==> src/rtl/cg_pkg.sv <==
package cg_pkg;

    localparam int unsigned CG_SETS = 2;

    typedef enum logic [1:0] {
        PH_IDLE = 2'd0,
        PH_HIGH = 2'd1,
        PH_LOW  = 2'd2
    } cg_phase_e;

endpackage

==> src/rtl/cg_set_pick.sv <==
module cg_set_pick #(
    parameter int unsigned CNT_W = 8
) (
    input  logic [CNT_W-1:0] pri_high_i,
    input  logic [CNT_W-1:0] pri_low_i,
    input  logic [CNT_W-1:0] sec_high_i,
    input  logic [CNT_W-1:0] sec_low_i,
    input  logic             set_sel_i,
    output logic [CNT_W-1:0] high_eff_o,
    output logic [CNT_W-1:0] low_eff_o
);
    import cg_pkg::*;

    localparam logic [CNT_W-1:0] ONE = CNT_W'(1);

    logic [CNT_W-1:0] raw_high [CG_SETS];
    logic [CNT_W-1:0] raw_low  [CG_SETS];
    logic [CNT_W-1:0] fix_high [CG_SETS];
    logic [CNT_W-1:0] fix_low  [CG_SETS];

    assign raw_high[0] = pri_high_i;
    assign raw_low[0]  = pri_low_i;
    assign raw_high[1] = sec_high_i;
    assign raw_low[1]  = sec_low_i;

    // A zero count is promoted to one so that no phase can collapse.
    for (genvar s = 0; s < CG_SETS; s++) begin : g_fix
        assign fix_high[s] = (raw_high[s] == '0) ? ONE : raw_high[s];
        assign fix_low[s]  = (raw_low[s]  == '0) ? ONE : raw_low[s];
    end

    assign high_eff_o = fix_high[set_sel_i];
    assign low_eff_o  = fix_low[set_sel_i];

endmodule

==> src/rtl/cg_phase_core.sv <==
module cg_phase_core #(
    parameter int unsigned CNT_W = 8
) (
    input  logic             clk_i,
    input  logic             rst_ni,
    input  logic             tick_i,
    input  logic             enable_i,
    input  logic [CNT_W-1:0] high_eff_i,
    input  logic [CNT_W-1:0] low_eff_i,
    output logic             carrier_o,
    output logic             period_end_o
);
    import cg_pkg::*;

    localparam logic [CNT_W-1:0] LAST = CNT_W'(1);

    typedef struct packed {
        cg_phase_e        ph;
        logic [CNT_W-1:0] rem;
        logic [CNT_W-1:0] low_hold;
        logic             pend;
    } core_st_t;

    core_st_t st_d, st_q;

    always_comb begin
        st_d      = st_q;
        st_d.pend = 1'b0;
        if (!enable_i) begin
            st_d.ph       = PH_IDLE;
            st_d.rem      = '0;
            st_d.low_hold = '0;
        end else if (tick_i) begin
            unique case (st_q.ph)
                PH_IDLE: begin
                    st_d.ph       = PH_HIGH;
                    st_d.rem      = high_eff_i;
                    st_d.low_hold = low_eff_i;
                end
                PH_HIGH: begin
                    if (st_q.rem == LAST) begin
                        st_d.ph  = PH_LOW;
                        st_d.rem = st_q.low_hold;
                    end else begin
                        st_d.rem = st_q.rem - LAST;
                    end
                end
                PH_LOW: begin
                    if (st_q.rem == LAST) begin
                        // Boundary: reload from whichever set is selected now.
                        st_d.ph       = PH_HIGH;
                        st_d.rem      = high_eff_i;
                        st_d.low_hold = low_eff_i;
                        st_d.pend     = 1'b1;
                    end else begin
                        st_d.rem = st_q.rem - LAST;
                    end
                end
                default: begin
                    st_d.ph  = PH_IDLE;
                    st_d.rem = '0;
                end
            endcase
        end
    end

    always_ff @(posedge clk_i or negedge rst_ni) begin
        if (!rst_ni) begin
            st_q <= '{ph: PH_IDLE, rem: '0, low_hold: '0, pend: 1'b0};
        end else begin
            st_q <= st_d;
        end
    end

    assign carrier_o    = (st_q.ph == PH_HIGH);
    assign period_end_o = st_q.pend;

    // a disabled edge leaves the outputs quiet
    a_r2_disable_quiet: assert property (@(posedge clk_i) disable iff (!rst_ni)
        !enable_i |=> (!carrier_o && !period_end_o));

    // no tick, no movement
    a_r9_hold_without_tick: assert property (@(posedge clk_i) disable iff (!rst_ni)
        (enable_i && !tick_i) |=> ($stable(st_q.ph) && $stable(st_q.rem) && !period_end_o));

    // a boundary pulse coincides with a fresh high phase that follows a low phase
    a_r6_pulse_at_rise: assert property (@(posedge clk_i) disable iff (!rst_ni)
        period_end_o |-> (carrier_o && $past(st_q.ph == PH_LOW)));

    // the pulse lasts a single clock
    a_r6_pulse_single: assert property (@(posedge clk_i) disable iff (!rst_ni)
        period_end_o |=> !period_end_o);

    // an active phase never holds a zero remaining count
    a_r5_no_zero_phase: assert property (@(posedge clk_i) disable iff (!rst_ni)
        (st_q.ph != PH_IDLE) |-> (st_q.rem != '0 && st_q.low_hold != '0));

endmodule

==> src/rtl/carrier_gen_dual.sv <==
module carrier_gen_dual #(
    parameter int unsigned CNT_W = 8
) (
    input  logic             clk_i,
    input  logic             rst_ni,
    input  logic             tick_i,
    input  logic             enable_i,
    input  logic [CNT_W-1:0] pri_high_i,
    input  logic [CNT_W-1:0] pri_low_i,
    input  logic [CNT_W-1:0] sec_high_i,
    input  logic [CNT_W-1:0] sec_low_i,
    input  logic             set_sel_i,
    output logic             carrier_o,
    output logic             period_end_o
);

    logic [CNT_W-1:0] high_eff;
    logic [CNT_W-1:0] low_eff;

    cg_set_pick #(.CNT_W(CNT_W)) u_pick (
        .pri_high_i (pri_high_i),
        .pri_low_i  (pri_low_i),
        .sec_high_i (sec_high_i),
        .sec_low_i  (sec_low_i),
        .set_sel_i  (set_sel_i),
        .high_eff_o (high_eff),
        .low_eff_o  (low_eff)
    );

    cg_phase_core #(.CNT_W(CNT_W)) u_core (
        .clk_i        (clk_i),
        .rst_ni       (rst_ni),
        .tick_i       (tick_i),
        .enable_i     (enable_i),
        .high_eff_i   (high_eff),
        .low_eff_i    (low_eff),
        .carrier_o    (carrier_o),
        .period_end_o (period_end_o)
    );

    // the picked counts are never zero
    a_r5_eff_nonzero: assert property (@(posedge clk_i) disable iff (!rst_ni)
        (high_eff != '0) && (low_eff != '0));

endmodule

==> config.mk <==
export PLATFORM = sky130hd
export DESIGN_NAME = carrier_gen_dual
export DESIGN_NICKNAME = d
export VERILOG_FILES = /design/src/rtl/cg_pkg.sv /design/src/rtl/cg_set_pick.sv /design/src/rtl/cg_phase_core.sv /design/src/rtl/carrier_gen_dual.sv
export SDC_FILE = /design/constraint.sdc
export NUM_CORES = 1
export LEC_CHECK = 0
export BUFFER_PORTS_ARGS = -buffer_cell sky130_fd_sc_hd__buf_2
export CAP_MARGIN = 20
export CORE_UTILIZATION = 35
export CTS_CLUSTER_DIAMETER = 80
export DETAILED_ROUTE_END_ITERATION = 7
export GPL_ROUTABILITY_DRIVEN = 0
export PLACE_DENSITY = 0.63
export SYNTH_ARGS = -nofsm -noshare
export SYNTH_HDL_FRONTEND = slang
export SYNTH_SLANG_ARGS = --single-unit
==> constraint.sdc <==
create_clock -name clk_i -period 2.16 [get_ports clk_i]
set_input_delay 0.432 -clock clk_i [delete_from_list [all_inputs] [get_ports clk_i]]
set_output_delay 0.432 -clock clk_i [all_outputs]
set_load 0.01 [all_outputs]
==> results of run 1 <==
## final cells by class
| class | count | area, um2 | share of cell area [%] |
|---|---|---|---|
| clock buffers | 3 | 41.3 | 2.28 |
| inverters | 6 | 22.5 | 1.24 |
| clock inverters | 1 | 5.00 | 0.276 |
| well taps | 50 | 62.6 | 3.45 |
| repair buffers | 48 | 265 | 14.6 |
| flip-flops and latches | 19 | 475 | 26.2 |
| multi-input cells | 124 | 940 | 51.9 |
## worst max path at each step
stage	cells past startpoint	slack [ps]	start	end
finish	6	90	u_core.st_q[10]	u_core.st_q[1]
global route	6	5	u_core.st_q[10]	u_core.st_q[1]
CTS	6	90	u_core.st_q[10]	u_core.st_q[1]
detailed placement	6	110	u_core.st_q[10]	u_core.st_q[1]
global placement	6	170	u_core.st_q[10]	u_core.st_q[1]
floorplan	6	170	u_core.st_q[10]	u_core.st_q[11]
## per-stage QoR
| stage | util [%] | setup slack [ps] | std cells | power, mW |
|---|---|---|---|---|
| final | 45.0 | 93.4 | 251 | 1.16 |
| after CTS | 44.7 | 86.5 | 250 | 1.16 |
| after global placement | 43.6 | 168 | 246 | 0.901 |
| after detailed placement | 43.6 | 111 | 246 | 0.897 |
| after global routing | 45.0 | 4.83 | 251 | 1.22 |
| after floorplan | - | 172 | 159 | 0.752 |
## registers in the layout, summed over array words and instances, names as in the netlist
signal	count
u_core.period_end_o	1
u_core.st_q	18
## cells in the final DEF, fill, tap and decap left out, types with 2 or more instances in the layout
master | netlist | routed
buf_2 | 3 | 38
dfrtp_1 | 19 | 19
mux2i_1 | 11 | 11
buf_4 | 0 | 10
nand2_1 | 7 | 7
o2bb2ai_1 | 7 | 7
nand3_1 | 7 | 7
inv_1 | 6 | 6
nand2b_1 | 6 | 6
o211ai_1 | 6 | 6
a31oi_1 | 6 | 6
nor4_1 | 5 | 5
or4_1 | 5 | 5
nor2b_1 | 4 | 4
a21oi_1 | 4 | 4
o32ai_1 | 4 | 4
nor2_1 | 4 | 4
mux2_2 | 4 | 4
o21ai_0 | 4 | 4
xnor2_1 | 3 | 3
clkbuf_8 | 0 | 3
nor3b_1 | 2 | 2
nor3_1 | 2 | 2
or2_2 | 2 | 2
a211oi_1 | 2 | 2
o221ai_1 | 2 | 2
a21boi_0 | 2 | 2
## report_power, final
group,total (mW),switching [mW],internal [mW]
clock network,0.263,0.135,0.129
registers,0.436,0.0388,0.398
logic,0.458,0.248,0.210
## cells by family (layout without fill, tap and decap cells)
group	after synthesis	in the layout	synth area share [%]
fa+ha+maj	2	2	1.69
flops	19	19	32.0
compound gates	50	50	26.6
mux	15	15	10.5
simple gates	54	54	22.6
xor+xnor	3	3	1.77
buf+inv	16	58	4.81
## per-layer routing
| layer | vias up | wire length [um] |
|---|---|---|
| li1 | 707 | - |
| met1 | 711 | 1820 |
| met2 | 56 | 1930 |
| met3 | 11 | 168 |
| met4 | 0 | 110 |
| met5 | - | 0 |
## repair_timing
action                     4_1_cts  5_1_grt
setup buffers                    0        1
gates resized for setup          0        1
setup endpoints to repair        0        1
==> flow_summary.toml, run 1 <==
[routing]
wl_per_cell_um = 16.0
final_antenna_net_count = 0
drc_errors = 0
first_pass_iters = 4
wirelength_mm = 4.03
route.vias.total = 1485
vias_per_cell = 5.92
drt_iter0_markers = 69

[clock_network]
numCtsBuffers = 3
cts_hold_buf = 0
numClockSinks = 19
root_buffer = "clkbuf_8"
clk_pin_slew_worst_paths_ps = 80
insertion_delay_ps = 270
cts_tree = "yes"
cts-htree-levels = 1
cts_buffer_depth = 2

[worst_setup_path]
critPathKind = "reg -> reg"
crit_arrival_ps = 2240
r2r_cells = 6
critPathBufInv = 1
critPathMaxStageDelay_ps = 510
r2r-end = "u_core.st_q[1]"
required_ps = 2330
critical_path.startpoint_type = "register"
crit_path_cell_trace = "inv_1 > ha_2 > or3b_2 > o21ai_4 > a21boi_2 > o41ai_2"
cp_top_family = "compound AO/OA/AOI/OAI gates"
r2r_slack_ps = 90
r2r_start = "u_core.st_q[10]"
end_kind = "register"
critPathSlowestCell = "or3b_2"
cp_max_fo = 8

[layout]
nets = 241
postLayoutCellArea_um2 = 1810
diodes = 0
drive_above_1_share_pct = 33.3
syn2layout_area_growth_pct = 22.1
fillers = 414

[logic_synthesis]
syn_inst = 159
syn_area_per_cell_um2 = 9.33
yosys.area.top_type = "dfrtp_1"
synth_seq_cells = 19
synthArstFlopShare_pct = 100
synth_common_cells = "19 x dfrtp_1, 11 x mux2i_1, 7 x nand2_1, 7 x nand3_1, 7 x o2bb2ai_1"
yosysMostFrequentCell = "dfrtp_1"
syn_area_um2 = 1480
yosysTopAreaCellShare_pct = 32.0
yosysWarningCount = 0
postSynthNetCount = 198
synth_flop_cell = "dfrtp_1"
synth_edf_count = 0
yosys-top-cells-area = "dfrtp_1 32%, mux2i_1 7.4%, o2bb2ai_1 4.1%, mux2_2 3.0%, o211ai_1 3.0%"
synth_cell_type_count = 52
yosysSeqAreaShare_pct = 32.0

[sta]
slew_headroom_pct = 58.9
max_clock_freq_mhz = 484
setup_viol = 0
whs_ps = 97.0
fin_crit_ps = 2070
period_share_pct = 95.7
grt_setup_unrepaired = "no"
hold_viol_final = 0
setup_tns_ps = 0
worst_pin_slew_ps = 612
final_max_slew_viol_count = 0
clock-skew-final_ps = 1.66

[global_routing]
grt_max_degree = 20
grtUsageMet2_pct = 28.9
grt-busiest-layer = "met2"
gr-usage-all-layers_pct = 19.1
met3_usage_pct = 2.57
grt_antenna_before_repair = 0
grt_pass1_vias = 1360
grt_pass1_wl_mm = 6.36
overflow = 0
met1_usage_pct = 26.5

[pwr]
ir_drop_mv = 0.288
powerDensity_nw_per_um2 = 639
cellLeakagePower_nw = 0.793

[floorplan]
io_pins = 39
initial_utilization_pct = 36.8
core_um2 = 4030
die-area_um2 = 4500
rows = 23
die_y_um = 67.1
die_x_um = 67.1

[outcome]
outcome = "complete, no violations"

[placed_design]
placed_area_um2 = 1760
dp_hpwl_mm = 3.14
portBuffers = 38

[run]
max_cap_violations = 0

[min_path]
hold_path_class = "in -> async"
No activity file was read; power rests on OpenSTA's default activity.
==> inputs of run 2 (changes only) <==
--- a/config.mk
+++ b/config.mk
@@ -7,11 +7,11 @@
 export LEC_CHECK = 0
 export BUFFER_PORTS_ARGS = -buffer_cell sky130_fd_sc_hd__buf_2
 export CAP_MARGIN = 20
-export CORE_UTILIZATION = 35
+export CORE_UTILIZATION = 37
 export CTS_CLUSTER_DIAMETER = 80
 export DETAILED_ROUTE_END_ITERATION = 7
 export GPL_ROUTABILITY_DRIVEN = 0
-export PLACE_DENSITY = 0.63
+export PLACE_DENSITY = 0.65
 export SYNTH_ARGS = -nofsm -noshare
 export SYNTH_HDL_FRONTEND = slang
 export SYNTH_SLANG_ARGS = --single-unit
==> run 2 against run 1 <==
Flip-flop and latch count unchanged; global-route usage rose by 1.3 points; core utilization grew 3.4 points; wire length rose by 3.3%; clock power is 2% lower; critical endpoint is now u_core.st_q[11]; first-iteration DRC count up 49%; critical path depth stayed put.
==> flow_summary.toml, run 2 (synthesis gave the netlist of run 1 again) <==
[floorplan]
die_x_um = 65.3
initial_utilization_pct = 39.6
io_pins = 39
die-area_um2 = 4270
die_y_um = 65.3
rows = 22
core_um2 = 3740

[sta]
period_share_pct = 96.7
max_clock_freq_mhz = 479
fin_ws_ps = 70.7
final_max_slew_viol_count = 0
slew_headroom_pct = 61.6
setup_viol = 0
clock-skew-final_ps = 3.94
worst_pin_slew_ps = 572
fin_crit_ps = 2090
hold_viol_final = 0

[routing]
drc_errors = 0
wirelength_mm = 4.16
wl_per_cell_um = 16.8
vias_per_cell = 6.13
first_pass_iters = 4
final_antenna_net_count = 0
route.vias.total = 1515
drt_iter0_markers = 103

[clock_network]
cts_buffer_depth = 2
root_buffer = "clkbuf_8"
insertion_delay_ps = 260
cts_tree = "yes"
numCtsBuffers = 3
clk_pin_slew_worst_paths_ps = 80
cts-htree-levels = 1
numClockSinks = 19

[global_routing]
grt_max_degree = 20
grt_pass1_vias = 1413
gr-usage-all-layers_pct = 20.4
grt_antenna_before_repair = 0
grt_pass1_wl_mm = 6.68
overflow = 0

[min_path]
hold_path_class = "in -> async"

[placed_design]
placed_area_um2 = 1730
portBuffers = 38
dp_hpwl_mm = 3.19
place_ws_ps = 80.1

[layout]
multi_input_area_um2 = 957
diodes = 0
register_area_um2 = 475
final_common_cell = "buf_2"
postLayoutCellArea_um2 = 1810
fillers = 381
drive_above_1_share_pct = 33.2
syn2layout_area_growth_pct = 22.1
nets = 239
mostFrequentLayoutCells = "38 x buf_2, 19 x dfrtp_1, 11 x mux2i_1"
regMostFlops = "u_core.st_q"
largest_reg_flops = 18

[worst_setup_path]
end_kind = "register"
cp_max_fo = 6
critical_path.startpoint_type = "register"
critPathKind = "reg -> reg"
r2r_slack_ps = 70
r2r_cells = 6
crit_arrival_ps = 2240
required_ps = 2310

[outcome]
outcome = "complete, no violations"

[run]
max_cap_violations = 0

[pwr]
ir_drop_mv = 0.246
powerDensity_nw_per_um2 = 631
cellLeakagePower_nw = 0.788
## run 2: where the power goes
part           total (mW)  switching, mW  internal [mW]  leakage (nW)
sequential          0.459         0.0614          0.397         0.253
clock               0.257          0.128          0.128        0.0255
combinational       0.427          0.231          0.196         0.509
total                1.14          0.421          0.722         0.788
## run 2: layout make-up
cell class,count,share of cell area (%)
timing repair buffer,46,13.8
sequential,19,26.2
inverter,6,1.24
tap,48,3.31
clock buffer,3,2.28
clock inverter,1,0.276
multi-input combinational,124,52.8
## run 2: metrics by stage
stage	utilization, %	power [mW]	cells	setup TNS [ps]	hold WS [ps]
3_3_place_gp	46.2	0.869	241	0	392
5_1_grt	48.4	1.21	247	-16.6	139
2_1_floorplan	-	0.752	159	0	136
4_1_cts	47.5	1.14	245	0	113
6_report	48.4	1.14	247	0	105
3_5_place_dp	46.2	0.880	241	0	396
## run 2: timing repair
item,4_1_cts,5_1_grt
buffers inserted,0,2
gates resized for setup,0,4
hold buffers,0,0
setup endpoints to repair,0,5
## run 2: layer usage
metal  up-vias  wire [um]  GRT usage (%)  share of wire [%]
met4         0         98           5.98                2.4
met1       726       1840           28.3                 44
li1        709          -              -                  -
met5         -          0              0                  0
met3        12        245           2.95                5.9
met2        68       1980           32.7                 48
## run 2: critical path, cell delays in order (launching register included)
cell and delay [ps]:
dfrtp_1 480, ha_4 200, or3b_2 500, o21ai_4 280, buf_4 170, mux2i_1 70, a221o_1 290
## run 2: final timing paths
path,endpoint,startpoint
setup / recovery,u_core.st_q[11],u_core.st_q[9]
hold / removal,u_core.st_q[16],rst_ni
setup reg to reg,u_core.st_q[11],u_core.st_q[9]
hold reg to reg,u_core.st_q[4],u_core.st_q[4]
max in group asynchronous,u_core.st_q[8],rst_ni
min in group clk_i,u_core.st_q[8],pri_low_i[7]
==> inputs of run 3 (changes only) <==
--- a/config.mk
+++ b/config.mk
@@ -7,11 +7,11 @@
 export LEC_CHECK = 0
 export BUFFER_PORTS_ARGS = -buffer_cell sky130_fd_sc_hd__buf_2
 export CAP_MARGIN = 20
-export CORE_UTILIZATION = 37
+export CORE_UTILIZATION = 52
 export CTS_CLUSTER_DIAMETER = 80
 export DETAILED_ROUTE_END_ITERATION = 7
 export GPL_ROUTABILITY_DRIVEN = 0
-export PLACE_DENSITY = 0.65
+export PLACE_DENSITY = 0.85
 export SYNTH_ARGS = -nofsm -noshare
 export SYNTH_HDL_FRONTEND = slang
 export SYNTH_SLANG_ARGS = --single-unit
==> run 3 against run 2 <==
Setup slack got worse by 33 ps; final cell count decreased by 6.5%; cell area decreased by 2.8%; wire length increased by 3.6%; sequential power about the same; global-route usage increased by 7.6 points; critical path depth increased by 1; sequential share of layout area increased by 0.75 points; critical path type unchanged; largest cell class unchanged; largest power group unchanged.
==> flow_summary.toml, run 3 (synthesis gave the netlist of run 1 again) <==
[global_routing]
met3_usage_pct = 3.51
grt-busiest-layer = "met2"
met1_usage_pct = 36.7
grt_pass1_wl_mm = 6.85
grtUsageMet2_pct = 48.5
grt_pass1_vias = 1503
grt_max_degree = 20
grt_antenna_before_repair = 0
overflow = 0
gr-usage-all-layers_pct = 28.0

[worst_setup_path]
crit_arrival_ps = 2310
required_ps = 2350
cp_max_fo = 5
critPathBufInv = 2
end_kind = "register"
critPathKind = "reg -> reg"
critPathMaxStageDelay_ps = 500
crit_path_cell_trace = "inv_1 > ha_2 > or3b_2 > o21ai_4 > buf_4 > mux2i_1 > a221o_1"
r2r-end = "u_core.st_q[11]"
r2r_slack_ps = 40
critPathSlowestCell = "or3b_2"
r2r_cells = 7
crit_path_start = "u_core.st_q[10]"
r2r_start = "u_core.st_q[10]"
cp_top_family = "compound AO/OA/AOI/OAI gates"
critical_path.startpoint_type = "register"

[clock_network]
clk_pin_slew_worst_paths_ps = 130
cts_tree = "yes"
root_buffer = "clkbuf_4"
cts-htree-levels = 1
numCtsBuffers = 3
cts_buffer_depth = 2
insertion_delay_ps = 300
numClockSinks = 19
cts_hold_buf = 0

[sta]
setup_tns_ps = 0
fin_crit_ps = 2120
setup_viol = 0
grt_setup_unrepaired = "no"
max_clock_freq_mhz = 471
worst_pin_slew_ps = 543
period_share_pct = 98.2
clock-skew-final_ps = 10.7
hold_viol_final = 0
final_max_slew_viol_count = 0
fin_ws_ps = 37.9
slew_headroom_pct = 63.5

[routing]
first_pass_iters = 4
wl_per_cell_um = 18.6
route.vias.total = 1556
drt_iter0_markers = 111
wirelength_mm = 4.31
drc_errors = 0
vias_per_cell = 6.74
final_antenna_net_count = 0

[pwr]
comb_power_share_pct = 39.6
intPower_uw = 660
net-switching-power_uw = 416
cellLeakagePower_nw = 0.777
ir_drop_mv = 0.447
swShare_pct = 38.7
seqPwrFrac_pct = 42.6
powerDensity_nw_per_um2 = 611
total_power_mw = 1.08
p_clk_share_pct = 17.8

[layout]
fillers = 214
regMostFlops = "u_core.st_q"
postLayoutCellArea_um2 = 1760
multi_input_area_um2 = 940
nets = 240
final_common_cell = "buf_2"
diodes = 0
drive_above_1_share_pct = 33.0
largest_reg_flops = 18
syn2layout_area_growth_pct = 18.7
mostFrequentLayoutCells = "38 x buf_2, 19 x dfrtp_1, 11 x mux2i_1"
register_area_um2 = 475

[floorplan]
core_um2 = 2730
die_y_um = 55.4
initial_utilization_pct = 54.3
rows = 19
die-area_um2 = 3070
die_x_um = 55.4
io_pins = 39

[placed_design]
place_ws_ps = 25.0
dp_hpwl_mm = 3.25
placed_area_um2 = 1710
portBuffers = 38

[min_path]
hold_path_class = "in -> async"

[run]
max_cap_violations = 0

[outcome]
outcome = "complete, no violations"
==> run 3: cell type report <==
type / instances / share of cell area, %
clock buffers: 3 / 1.28
clock inverters: 1 / 0.284
inverters: 6 / 1.28
flip-flops and latches: 19 / 27.0
repair buffers: 47 / 14.6
multi-input cells: 124 / 53.3
well taps: 31 / 2.20
==> run 3: worst reg2reg max path, delay by kind of cell, from the launching register on <==
family                   cells  cell delay, ps
flip-flops                   1             420
buffers and inverters        2             270
multiplexers                 1              70
AO/OA/AOI/OAI                2             540
AND/OR/NAND/NOR              1             510
adder cells (fa/ha/maj)      1             220
==> run 3: routing by layer <==
metal,wire (um),vias to the layer above
li1,-,711
met1,1720,726
met2,2100,99
met3,350,20
met4,139,0
met5,0,-
==> run 3: how the worst max path moves through the flow <==
| stage | end | cells past startpoint |
|---|---|---|
| after floorplan | u_core.st_q[11] | 6 |
| after global routing | u_core.st_q[1] | 6 |
| after global placement | u_core.st_q[1] | 6 |
| after CTS | u_core.st_q[1] | 6 |
| final | u_core.st_q[11] | 7 |
| after detailed placement | u_core.st_q[1] | 6 |
==> run 3: what timing repair did <==
action	4_1_cts	5_1_grt
endpoints found under the hold margin	0	0
buffers inserted	0	3
gates resized for setup	0	1
setup endpoints to repair	0	1
==> run 3: through the flow <==
step           hold WS [ps]  util, %  instances
5_1_grt                65.5     64.4        231
3_3_place_gp            392     62.5        224
6_report               53.5     64.4        231
4_1_cts                60.3     63.5        228
2_1_floorplan           136        -        159
3_5_place_dp            403     62.5        224
==> run 3: power groups by stage <==
stage | Clock (mW) | Combinational (mW) | Sequential [mW]
2_1_floorplan | 0 | 0.311 | 0.441
3_3_place_gp | 0 | 0.403 | 0.459
3_5_place_dp | 0 | 0.418 | 0.464
4_1_cts | 0.193 | 0.420 | 0.457
5_1_grt | 0.213 | 0.463 | 0.465
6_report | 0.192 | 0.427 | 0.458
